$ cat config.mk
export PLATFORM = sky130hd
export DESIGN_NAME = simd_packed_adder
export DESIGN_NICKNAME = d
export VERILOG_FILES = /design/src/rtl/simd_add_pkg.sv /design/src/rtl/simd_lane_geom.sv /design/src/rtl/simd_carry_chain.sv /design/src/rtl/simd_lane_clamp.sv /design/src/rtl/simd_packed_adder.sv
export SDC_FILE = /design/constraint.sdc
export NUM_CORES = 1
export LEC_CHECK = 0
export BUFFER_PORTS_ARGS = -buffer_cell sky130_fd_sc_hd__buf_4
export CORE_MARGIN = 1
export CORE_UTILIZATION = 45
export DETAILED_ROUTE_END_ITERATION = 12
export PLACE_DENSITY = 0.8
export SLEW_MARGIN = 20
export SYNTH_ARGS = -nofsm -noshare
export SYNTH_HDL_FRONTEND = slang
export SYNTH_SLANG_ARGS = --single-unit
$ cat constraint.sdc
create_clock -name clk -period 0.95 [get_ports clk]
set_input_delay 0.285 -clock clk [delete_from_list [all_inputs] [get_ports clk]]
set_output_delay 0.285 -clock clk [all_outputs]
set_load 0.05 [all_outputs]
$ cat src/rtl/simd_add_pkg.sv
package simd_add_pkg;
  localparam int WORD_W = 64;
  localparam int UNIT_W = 8;
  localparam int UNITS  = WORD_W / UNIT_W;
  localparam int SIZE_W = $clog2(UNITS) + 1;

  typedef enum logic [1:0] {
    MD_WRAP = 2'b00,
    MD_SSAT = 2'b01,
    MD_USAT = 2'b10,
    MD_RSVD = 2'b11
  } sat_mode_e;

  // number of basic units spanned by one lane for a given size code
  function automatic int unsigned lane_span(input logic [1:0] sz, input int unsigned units);
    int unsigned s;
    s = 1 << sz;
    if (s > units) s = units;
    return s;
  endfunction

  // index of the top unit of the lane that holds unit u
  function automatic int unsigned lane_top(input int unsigned u, input int unsigned span);
    return u | (span - 1);
  endfunction
endpackage

$ cat src/rtl/simd_lane_geom.sv
module simd_lane_geom #(
  parameter int UNITS = 8
) (
  input  logic [1:0]       size,
  output logic [UNITS-1:0] lane_start,
  output logic [UNITS-1:0] lane_end
);
  import simd_add_pkg::*;

  int unsigned span;
  assign span = lane_span(size, UNITS);

  for (genvar u = 0; u < UNITS; u++) begin : g_unit
    assign lane_start[u] = ((u & (span - 1)) == 0);
    assign lane_end[u]   = ((u & (span - 1)) == span - 1);
  end
endmodule

$ cat src/rtl/simd_carry_chain.sv
module simd_carry_chain #(
  parameter int UNIT_W = 8,
  parameter int UNITS  = 8,
  localparam int WORD_W = UNIT_W * UNITS
) (
  input  logic [WORD_W-1:0] opa,
  input  logic [WORD_W-1:0] opb,
  input  logic              sub,
  input  logic [UNITS-1:0]  lane_start,
  output logic [WORD_W-1:0] sum,
  output logic [UNITS-1:0]  carry_out,
  output logic [UNITS-1:0]  sgn_ovf
);
  logic [WORD_W-1:0] opb_x;
  logic [UNITS-1:0]  carry_in;

  assign opb_x = sub ? ~opb : opb;

  for (genvar u = 0; u < UNITS; u++) begin : g_unit
    logic [UNIT_W:0]   part;
    logic [UNIT_W-1:0] ua, ub;
    assign ua = opa[u*UNIT_W +: UNIT_W];
    assign ub = opb_x[u*UNIT_W +: UNIT_W];
    if (u == 0) begin : g_first
      assign carry_in[u] = sub;
    end else begin : g_rest
      assign carry_in[u] = lane_start[u] ? sub : carry_out[u-1];
    end
    assign part = {1'b0, ua} + {1'b0, ub} + {{UNIT_W{1'b0}}, carry_in[u]};
    assign sum[u*UNIT_W +: UNIT_W] = part[UNIT_W-1:0];
    assign carry_out[u] = part[UNIT_W];
    assign sgn_ovf[u] = (ua[UNIT_W-1] == ub[UNIT_W-1]) &&
                        (part[UNIT_W-1] != ua[UNIT_W-1]);
  end
endmodule

$ cat src/rtl/simd_lane_clamp.sv
module simd_lane_clamp #(
  parameter int UNIT_W = 8,
  parameter int UNITS  = 8,
  localparam int WORD_W = UNIT_W * UNITS
) (
  input  logic [WORD_W-1:0] sum,
  input  logic [WORD_W-1:0] opa,
  input  logic [UNITS-1:0]  carry_out,
  input  logic [UNITS-1:0]  sgn_ovf,
  input  logic              sub,
  input  logic [1:0]        mode,
  input  logic [1:0]        size,
  output logic [WORD_W-1:0] res,
  output logic [UNITS-1:0]  unit_hit
);
  import simd_add_pkg::*;

  int unsigned span;
  assign span = lane_span(size, UNITS);

  for (genvar u = 0; u < UNITS; u++) begin : g_unit
    int unsigned top;
    logic s_hit, u_hit, a_neg;
    logic [UNIT_W-1:0] ext;

    assign top   = lane_top(u, span);
    assign a_neg = opa[top*UNIT_W + UNIT_W - 1];
    assign s_hit = (mode == MD_SSAT) && sgn_ovf[top];
    assign u_hit = (mode == MD_USAT) && (carry_out[top] != sub);
    assign unit_hit[u] = s_hit | u_hit;

    always_comb begin
      ext = sum[u*UNIT_W +: UNIT_W];
      if (s_hit) begin
        ext = a_neg ? '0 : '1;
        if (top == u) ext[UNIT_W-1] = a_neg;
      end else if (u_hit) begin
        ext = sub ? '0 : '1;
      end
    end
    assign res[u*UNIT_W +: UNIT_W] = ext;
  end
endmodule

$ cat src/rtl/simd_packed_adder.sv
module simd_packed_adder (
  input  logic        clk,
  input  logic        rst_n,
  input  logic        in_vld,
  input  logic        in_sub,
  input  logic [1:0]  in_size,
  input  logic [1:0]  in_mode,
  input  logic [63:0] in_a,
  input  logic [63:0] in_b,
  output logic        out_vld,
  output logic [63:0] out_res,
  output logic [7:0]  out_sat
);
  import simd_add_pkg::*;

  logic [UNITS-1:0]  lane_start, lane_end;
  logic [WORD_W-1:0] raw_sum, clamped;
  logic [UNITS-1:0]  carry_out, sgn_ovf, unit_hit;
  logic [UNITS-1:0]  lane_flags;
  int unsigned       span;

  simd_lane_geom #(.UNITS(UNITS)) u_geom (
    .size(in_size), .lane_start(lane_start), .lane_end(lane_end)
  );

  simd_carry_chain #(.UNIT_W(UNIT_W), .UNITS(UNITS)) u_chain (
    .opa(in_a), .opb(in_b), .sub(in_sub), .lane_start(lane_start),
    .sum(raw_sum), .carry_out(carry_out), .sgn_ovf(sgn_ovf)
  );

  simd_lane_clamp #(.UNIT_W(UNIT_W), .UNITS(UNITS)) u_clamp (
    .sum(raw_sum), .opa(in_a), .carry_out(carry_out), .sgn_ovf(sgn_ovf),
    .sub(in_sub), .mode(in_mode), .size(in_size),
    .res(clamped), .unit_hit(unit_hit)
  );

  assign span = lane_span(in_size, UNITS);

  // gather one flag per lane, taken at the lane's top unit
  always_comb begin
    lane_flags = '0;
    for (int i = 0; i < UNITS; i++) begin
      if (i * span < UNITS) lane_flags[i] = unit_hit[i*span + span - 1] & lane_end[i*span + span - 1];
    end
  end

  always_ff @(posedge clk or negedge rst_n) begin
    if (!rst_n) begin
      out_vld <= 1'b0;
      out_res <= '0;
      out_sat <= '0;
    end else begin
      out_vld <= in_vld;
      if (in_vld) begin
        out_res <= clamped;
        out_sat <= lane_flags;
      end
    end
  end
endmodule

## Yosys cells after proc, flatten, opt, wreduce, memory -nomap -nowiden

Index checks and enable logic that the tools add are counted.

| storage, ports and cells | value |
|---|---|
| bits in registers | 73 |
| latch bits | 0 |
| RAM bits | 0 |
| bits in read-only memories | 0 |
| bits of input ports | 136 |
| output and inout bits | 73 |
| word-level logic and storage cells | 295 |
| memories kept | 0 |

| cells by class | value |
|---|---|
| add/subtract/negate cells | 47 |
| multiply operators | 4 |
| div/mod/pow operators | 0 |
| $lt $le $gt $ge | 31 |
| eq/ne operators | 26 |
| shift operators | 1 |
| multiplexer cells | 127 |
| bitwise gates (word level) | 17 |
| reductions and logical operators | 39 |

Operator list:

| cell | count |
|---|---|
| 32-bit by 4-bit less-than comparator with 1-bit output (second input constant) | 22 |
| 32-bit by 1-bit subtractor with 32-bit output (second input constant) | 16 |
| 32-bit by 4-bit adder with 32-bit output (second input constant) | 8 |
| 32-bit zero test | 8 |
| 32-bit by 7-bit less-than comparator with 1-bit output (second input constant) | 8 |
| 32-bit adder | 7 |
| 8-bit two-way mux | 25 |
| 31-bit zero test | 3 |
| 30-bit zero test | 3 |
| 8-bit by 8-bit adder with 9-bit output | 8 |
| 9-bit by 1-bit adder with 9-bit output | 8 |
| 1-bit two-way mux | 68 |
| 3-bit by 32-bit multiplier with 32-bit output (first input constant) | 2 |
| 64-bit two-way mux | 1 |
| 64-bit inverter | 1 |
| 1-bit binary-select mux with 3-bit select | 18 |
| 1-bit binary-select mux with 6-bit select | 8 |
| 32-bit by 4-bit > comparator with 1-bit output (second input constant) | 1 |
| 2-bit by 32-bit multiplier with 31-bit output (first input constant) | 1 |
| 2-bit by 32-bit multiplier with 32-bit output (first input constant) | 1 |
| 32-bit two-way mux | 1 |
| 1-bit by 2-bit left shift with 32-bit output (first input constant) | 1 |
| 29-bit zero test | 1 |
| 1-bit logical AND | 24 |
| other kinds (7) | 48 |

## Longest topological paths before layout

| logic depth | value |
|---|---|
| depth after elaboration | 29 |
| mapped depth | 59 |
| gate-level depth less buffers | 56 |

## By module

Synthesis repeated with hierarchy kept, for this count alone.

| second synthesis, totals | value |
|---|---|
| cells, all modules | 983 |
| area total of the unflattened synthesis | 8976.1 um^2 |

By module, submodules not included:

| module | instances | cells an instance | area an instance (um^2) | sequential area each (um^2) |
|---|---|---|---|---|
| simd_carry_chain | 1 | 482 | 3837.4 | 0.0 |
| simd_packed_adder | 1 | 217 | 3154.3 | 1826.8 |
| simd_lane_clamp | 1 | 265 | 1851.8 | 0.0 |
| simd_lane_geom | 1 | 19 | 132.6 | 0.0 |

## Worst setup path after synthesis

OpenSTA, ideal clock, no wires.

| path | value |
|---|---|
| path kind | input port to flip-flop |
| start | in in_sub |
| end | reg out_res[51] |
| setup time | 77 ps |
| arrival | 13513 ps |
| required time | 873 ps |
| setup slack | -12640 ps |
| stages on the path | 57 |
| path buffers | 3 |
| cell sequence | clkbuf_1 clkbuf_1 clkbuf_1 xor2_1 ha_1 nor2b_1 o2111ai_1 a21oi_1 o41ai_1 fa_1 fa_1 nor2b_1 o2111ai_1 a31oi_1 mux2i_1 fa_1 fa_1 nand2b_1 (+21 left out) nand2_1 o21ai_0 fa_1 fa_1 nand2b_1 a21oi_1 o41ai_1 a21boi_0 fa_1 fa_1 a211oi_2 o21ai_2 o31ai_4 mux2_2 xnor2_1 a21oi_1 or3b_2 a21oi_1 |

| on the way | value |
|---|---|
| cells in the longest elaborated chain, start to end | 23 |
| elaborated cells on any way between the ends | 40 |
| those cells by class | add/sub (16); eq/ne (5); mux (15); reduce/logical (4) |

Ends and longest elaborated chain:

| what | RTL line | source |
|---|---|---|
| start: declaration | simd_packed_adder.sv:5 | `input logic in_sub,` |
| 64-bit two-way mux | simd_carry_chain.sv:17 | `assign opb_x = sub ? ~opb : opb;` |
| 8-bit by 8-bit adder with 9-bit output | simd_carry_chain.sv:29 | `assign part = {1'b0, ua} + {1'b0, ub} + {{UNIT_W{1'b0}}, carry_in[u]};` |
| 9-bit by 1-bit adder with 9-bit output | simd_carry_chain.sv:29 |  |
| 1-bit two-way mux | simd_carry_chain.sv:27 | `assign carry_in[u] = lane_start[u] ? sub : carry_out[u-1];` |
| 9-bit by 1-bit adder with 9-bit output | simd_carry_chain.sv:29 |  |
| 1-bit two-way mux | simd_carry_chain.sv:27 |  |
| 9-bit by 1-bit adder with 9-bit output | simd_carry_chain.sv:29 |  |
| 1-bit two-way mux | simd_carry_chain.sv:27 |  |
| (+7 left out) | - |  |
| 1-bit two-way mux | simd_carry_chain.sv:27 |  |
| 9-bit by 1-bit adder with 9-bit output | simd_carry_chain.sv:29 |  |
| 1-bit two-way mux (not written as such) or 1-bit != test (tied branches) | simd_lane_clamp.sv:29, simd_carry_chain.sv:33 |  |
| 1-bit two-way mux (not written as such) or 1-bit logical AND (tied branches) | simd_lane_clamp.sv:29, simd_carry_chain.sv:32 |  |
| 1-bit != test or 1-bit two-way mux (tied branches) | simd_lane_clamp.sv:29, simd_lane_clamp.sv:28 |  |
| 1-bit logical AND or 1-bit two-way mux (tied branches) | simd_lane_clamp.sv:29, simd_lane_clamp.sv:28 |  |
| 8-bit two-way mux or 1-bit logical AND (tied branches) | simd_lane_clamp.sv:37, simd_lane_clamp.sv:28 |  |
| 8-bit two-way mux * | simd_lane_clamp.sv:34 | `if (s_hit) begin` |
| end signal: assignment | simd_packed_adder.sv:55 | `out_res <= clamped;` |
| end: declaration | simd_packed_adder.sv:11 | `output logic [63:0] out_res,` |

Mark *: on every way between the ends. The rest lies on a longest branch, timed or not. The select of a mux whose other input is x is not followed.
A chain may end at the register's enable or synchronous reset.

## Final worst setup path

| path | value |
|---|---|
| start | in in_b[1] |
| end | reg out_res[33] |

| on the way | value |
|---|---|
| cells in the longest elaborated chain, start to end | 24 |
| elaborated cells on any way between the ends | 35 |
| those cells by class | add/sub (9); eq/ne (5); mux (14); bitwise (1); reduce/logical (6) |

Ends and longest elaborated chain:

| what | RTL line | source |
|---|---|---|
| start: declaration | simd_packed_adder.sv:9 | `input logic [63:0] in_b,` |
| 64-bit inverter | simd_carry_chain.sv:17 |  |
| 64-bit two-way mux * | simd_carry_chain.sv:17 |  |
| 8-bit by 8-bit adder with 9-bit output * | simd_carry_chain.sv:29 |  |
| 9-bit by 1-bit adder with 9-bit output * | simd_carry_chain.sv:29 |  |
| 1-bit two-way mux * | simd_carry_chain.sv:27 |  |
| 9-bit by 1-bit adder with 9-bit output * | simd_carry_chain.sv:29 |  |
| 1-bit two-way mux * | simd_carry_chain.sv:27 |  |
| 9-bit by 1-bit adder with 9-bit output * | simd_carry_chain.sv:29 |  |
| (+8 left out) | - |  |
| 1-bit two-way mux | simd_carry_chain.sv:27 |  |
| 9-bit by 1-bit adder with 9-bit output | simd_carry_chain.sv:29 |  |
| 1-bit binary-select mux with 2-bit select or 1-bit != test (tied branches) | simd_lane_clamp.sv:29, simd_carry_chain.sv:33 |  |
| 1-bit two-way mux (not written as such) or 1-bit logical AND (tied branches) | simd_lane_clamp.sv:29, simd_carry_chain.sv:32 |  |
| 1-bit != test or 1-bit binary-select mux with 2-bit select (tied branches) | simd_lane_clamp.sv:29, simd_lane_clamp.sv:28 |  |
| 1-bit logical AND or 1-bit two-way mux (tied branches) | simd_lane_clamp.sv:29, simd_lane_clamp.sv:28 |  |
| 8-bit two-way mux or 1-bit logical AND (tied branches) | simd_lane_clamp.sv:37, simd_lane_clamp.sv:28 |  |
| 8-bit two-way mux * | simd_lane_clamp.sv:34 |  |

Marked as above.

==> flow_summary.toml <==
[timing]
fin_crit_sh_pct = 1260
setup_ws_ns = -10.98
hold_viol = 0
maxSlewHeadroom_pct = 60.5
slew_viol_final = 0
rsz0062_at_grt = "yes"
worst_pin_slew_ns = 0.590
layout_min_cycle_time_ns = 11.93
hold_slack_ns = 0.301
finalSetupViolations = 145
fmax_mhz = 83.8
clock_skew_ns = 0

[global_routing]
grt_pass1_vias = 10180
grt_antenna_before_repair = 0
overflow = 0
grt_pass1_wl_um = 50400
grtUsageTotal_pct = 35.9
grt_max_degree = 35

[critical_path]
slowest_delay_ns = 0.44
crit_type = "in2reg"
rr_worst_depth = 4
r2r_slack_ns = -0.01
critPathRequiredTime_ns = 1.18
critPathMaxFanout = 5
critPathLaunch = "in_b[1]"
end_kind = "flip-flop"
crit_path_start_kind = "input pin"
crit_top_cell = "fa_2"
crit_end = "out_res[33]"
r2r_start = "out_sat[6]"
timing.rr.end = "out_sat[6]"
crit_arrival_ns = 12.15
worst_path_max_delay_cell = "fa_2"

[clocking]
cts.sinks = 73
cts_buffers = 9
clk_pin_slew_worst_paths_ns = 0.07
cts_htree_levels = 3
insertion_delay_ns = 0.35
cts_tree = "done"
cts_root_buf = "clkbuf_16"
ctsLongestPathBuffers = 2

[yosys]
avgSynthCellArea_um2 = 8.22
yosys_warnings = 0
syn-num-nets = 1161
synth_adder_area_share_pct = 14.5
synth-main-ff-cell = "dfrtp_1"
synth_cell_types = 73
synth_area_um2 = 7760
synth_seq_cells = 73
synthXorXnorAreaFrac_pct = 12.0
synthMuxAreaShare_pct = 2.50
ys_top_cells_by_area = "dfrtp_1 (24%), ha_1 (11%), xor2_1 (7.5%)"
syn_inst = 944
ys_seq_area_share_pct = 23.6
synth_edf_count = 0
yosys.area.top_type = "dfrtp_1"
synth_common_cells = "nor2_1 (101), a21oi_1 (91), nand2_1 (77)"
synth_top_family_by_area = "compound AO/OA/AOI/OAI gates"
yosysMostFrequentCell = "nor2_1"
synthArstFlopShare_pct = 100
synth_top_area_share_pct = 23.6
synth_compound_gate_area_share_pct = 25.8
yosys.area_share.simple_pct = 18.2

[pwr]
p_sw_share_pct = 44.1
powerDensity_nw_per_um2 = 1790
intPower_uw = 13800
switchingPower_uw = 10900
pwr-share-comb_pct = 64.6
p_leak_uw = 0.00666
clockPowerShare_pct = 16.7
peakVddDrop_mv = 1.23
p_seq_share_pct = 18.7

[place]
gp_congestion = 0.935
dpl.hpwl_um = 22500
dp.cells = 1590
dpl-instance-area_um2 = 11700
io_buffers = 208

[route]
ant_nets = 0
num_vias = 10203
routed_wl_um = 35100
drc = 0
drtIter0Drc = 932
drt_pass1_iterations = 9
via_per_inst = 5.96
wire_per_inst_um = 20.5

[die]
start_util_pct = 46.4
num_rows = 47
die_area_um2 = 17800
coreArea_um2 = 16700
die_h_um = 133
die_w_um = 133
ios = 209

[job]
maxCapViolCount = 0

[finish]
final_util_pct = 82.5
design_area_um2 = 13800
antennaDiodeCount = 0
area_delta_synth_final_pct = 77.6
drive_gt1_share_pct = 49.9
final_cells = 1713
fin_nets = 1705

[run_status]
violations = "negative setup slack"
status = "finished with violations"

[worst_hold_path]
hp-class = "in2async"
## worst min-delay path by stage
stage | from | slack [ns] | endpoint
after global placement | rst_n | 0.12 | out_res[43]
after global routing | rst_n | 0.31 | out_res[42]
after CTS | rst_n | 0.30 | out_res[42]
after detailed placement | rst_n | 0.12 | out_res[43]
final | rst_n | 0.30 | out_res[42]
after floorplan | rst_n | -0.01 | out_res[0]
## cells in the final DEF (no fill, tap or decap), types with 4 or more instances in the layout
| master | n |
|---|---|
| buf_4 | 466 |
| buf_6 | 94 |
| nor2_1 | 93 |
| dfrtp_1 | 73 |
| ha_1 | 66 |
| nand2_1 | 65 |
| xor2_1 | 64 |
| a21oi_1 | 53 |
| xnor2_1 | 38 |
| o21ai_0 | 36 |
| inv_1 | 35 |
| a21oi_2 | 32 |
| o21a_1 | 22 |
| nand2b_1 | 21 |
| a21o_1 | 18 |
| o2bb2ai_1 | 17 |
| o211ai_1 | 15 |
| nor3_1 | 15 |
| fa_2 | 15 |
| nor2b_1 | 12 |
| nand3_1 | 12 |
| a31oi_1 | 12 |
| nand2b_4 | 10 |
| clkbuf_16 | 9 |
| mux2i_1 | 8 |
| nand2_2 | 8 |
| a21oi_4 | 7 |
| o31a_1 | 7 |
| nand4_1 | 5 |
| o21ai_2 | 5 |
| or3_1 | 5 |
| nor2_2 | 5 |
| o21ai_1 | 5 |
| o2bb2ai_2 | 5 |
| and2_4 | 5 |
| nor2b_4 | 4 |
| a31oi_4 | 4 |
| nand3b_1 | 4 |
| o21ai_4 | 4 |
| nand2_4 | 4 |
## registers in the layout, indices dropped and copies added, names as in the netlist
signal	count
out_sat	8
out_vld	1
out_res	64
## worst max-delay path: cells and delay by family
family,cells,cell delay [ns]
AOI/OAI and AO/OA,25,3.80
xor gates and xnor gates,1,0.18
adders and majority gates,15,5.28
buffers and inverters,4,0.47
muxes,2,0.37
and+or+nand+nor,12,1.72
## routing by layer
| layer | track usage, % | wire length (µm) | share of wire, % | vias up |
|---|---|---|---|---|
| met2 | 62.6 | 17400 | 50 | 654 |
| met3 | 6.58 | 2790 | 8.0 | 190 |
| li1 | - | - | - | 4483 |
| met4 | 19.0 | 1800 | 5.1 | 0 |
| met5 | 0 | 0 | 0 | - |
| met1 | 41.6 | 13100 | 37 | 4876 |
## cell families (layout without fill, tap and decap cells)
family | Yosys count | count (layout)
flops | 73 | 73
mux | 17 | 17
xor+xnor | 106 | 106
simple gates | 297 | 297
buf+inv | 70 | 619
fa+ha+maj | 81 | 81
compound gates | 300 | 300
## stage by stage
step	setup TNS, ns	total power, µW	worst slack [ns]
3_5_place_dp	-827.86	17000	-11.70
4_1_cts	-766.04	22900	-10.59
6_report	-793.50	24700	-10.98
5_1_grt	-823.08	25600	-11.39
2_1_floorplan	-770.46	12200	-11.07
3_3_place_gp	-792.75	16700	-11.20
## timing repair
action	CTS	global route
hold buffers	1	0
buffers inserted	66	44
setup endpoints to repair	145	145
gates resized for setup	158	68
endpoints found under the hold margin	66	0
pin swaps	63	40
## power by group through the flow
stage / clock network (µW) / registers [µW] / logic [µW]
final: 4130 / 4620 / 16000
after floorplan: 0 / 7180 / 5010
after detailed placement: 0 / 4470 / 12500
after global routing: 4210 / 4670 / 16700
after CTS: 4060 / 4570 / 14200
after global placement: 0 / 4470 / 12300
## final cells by class
type	instances	area [µm²]
multi-input combinational	801	6560
timing repair buffer	564	4620
fill	939	2930
sequential	73	1830
tap	220	275
clock buffer	11	243
inverter	39	146
clock inverter	5	103
(Power assumes the default switching activity.)
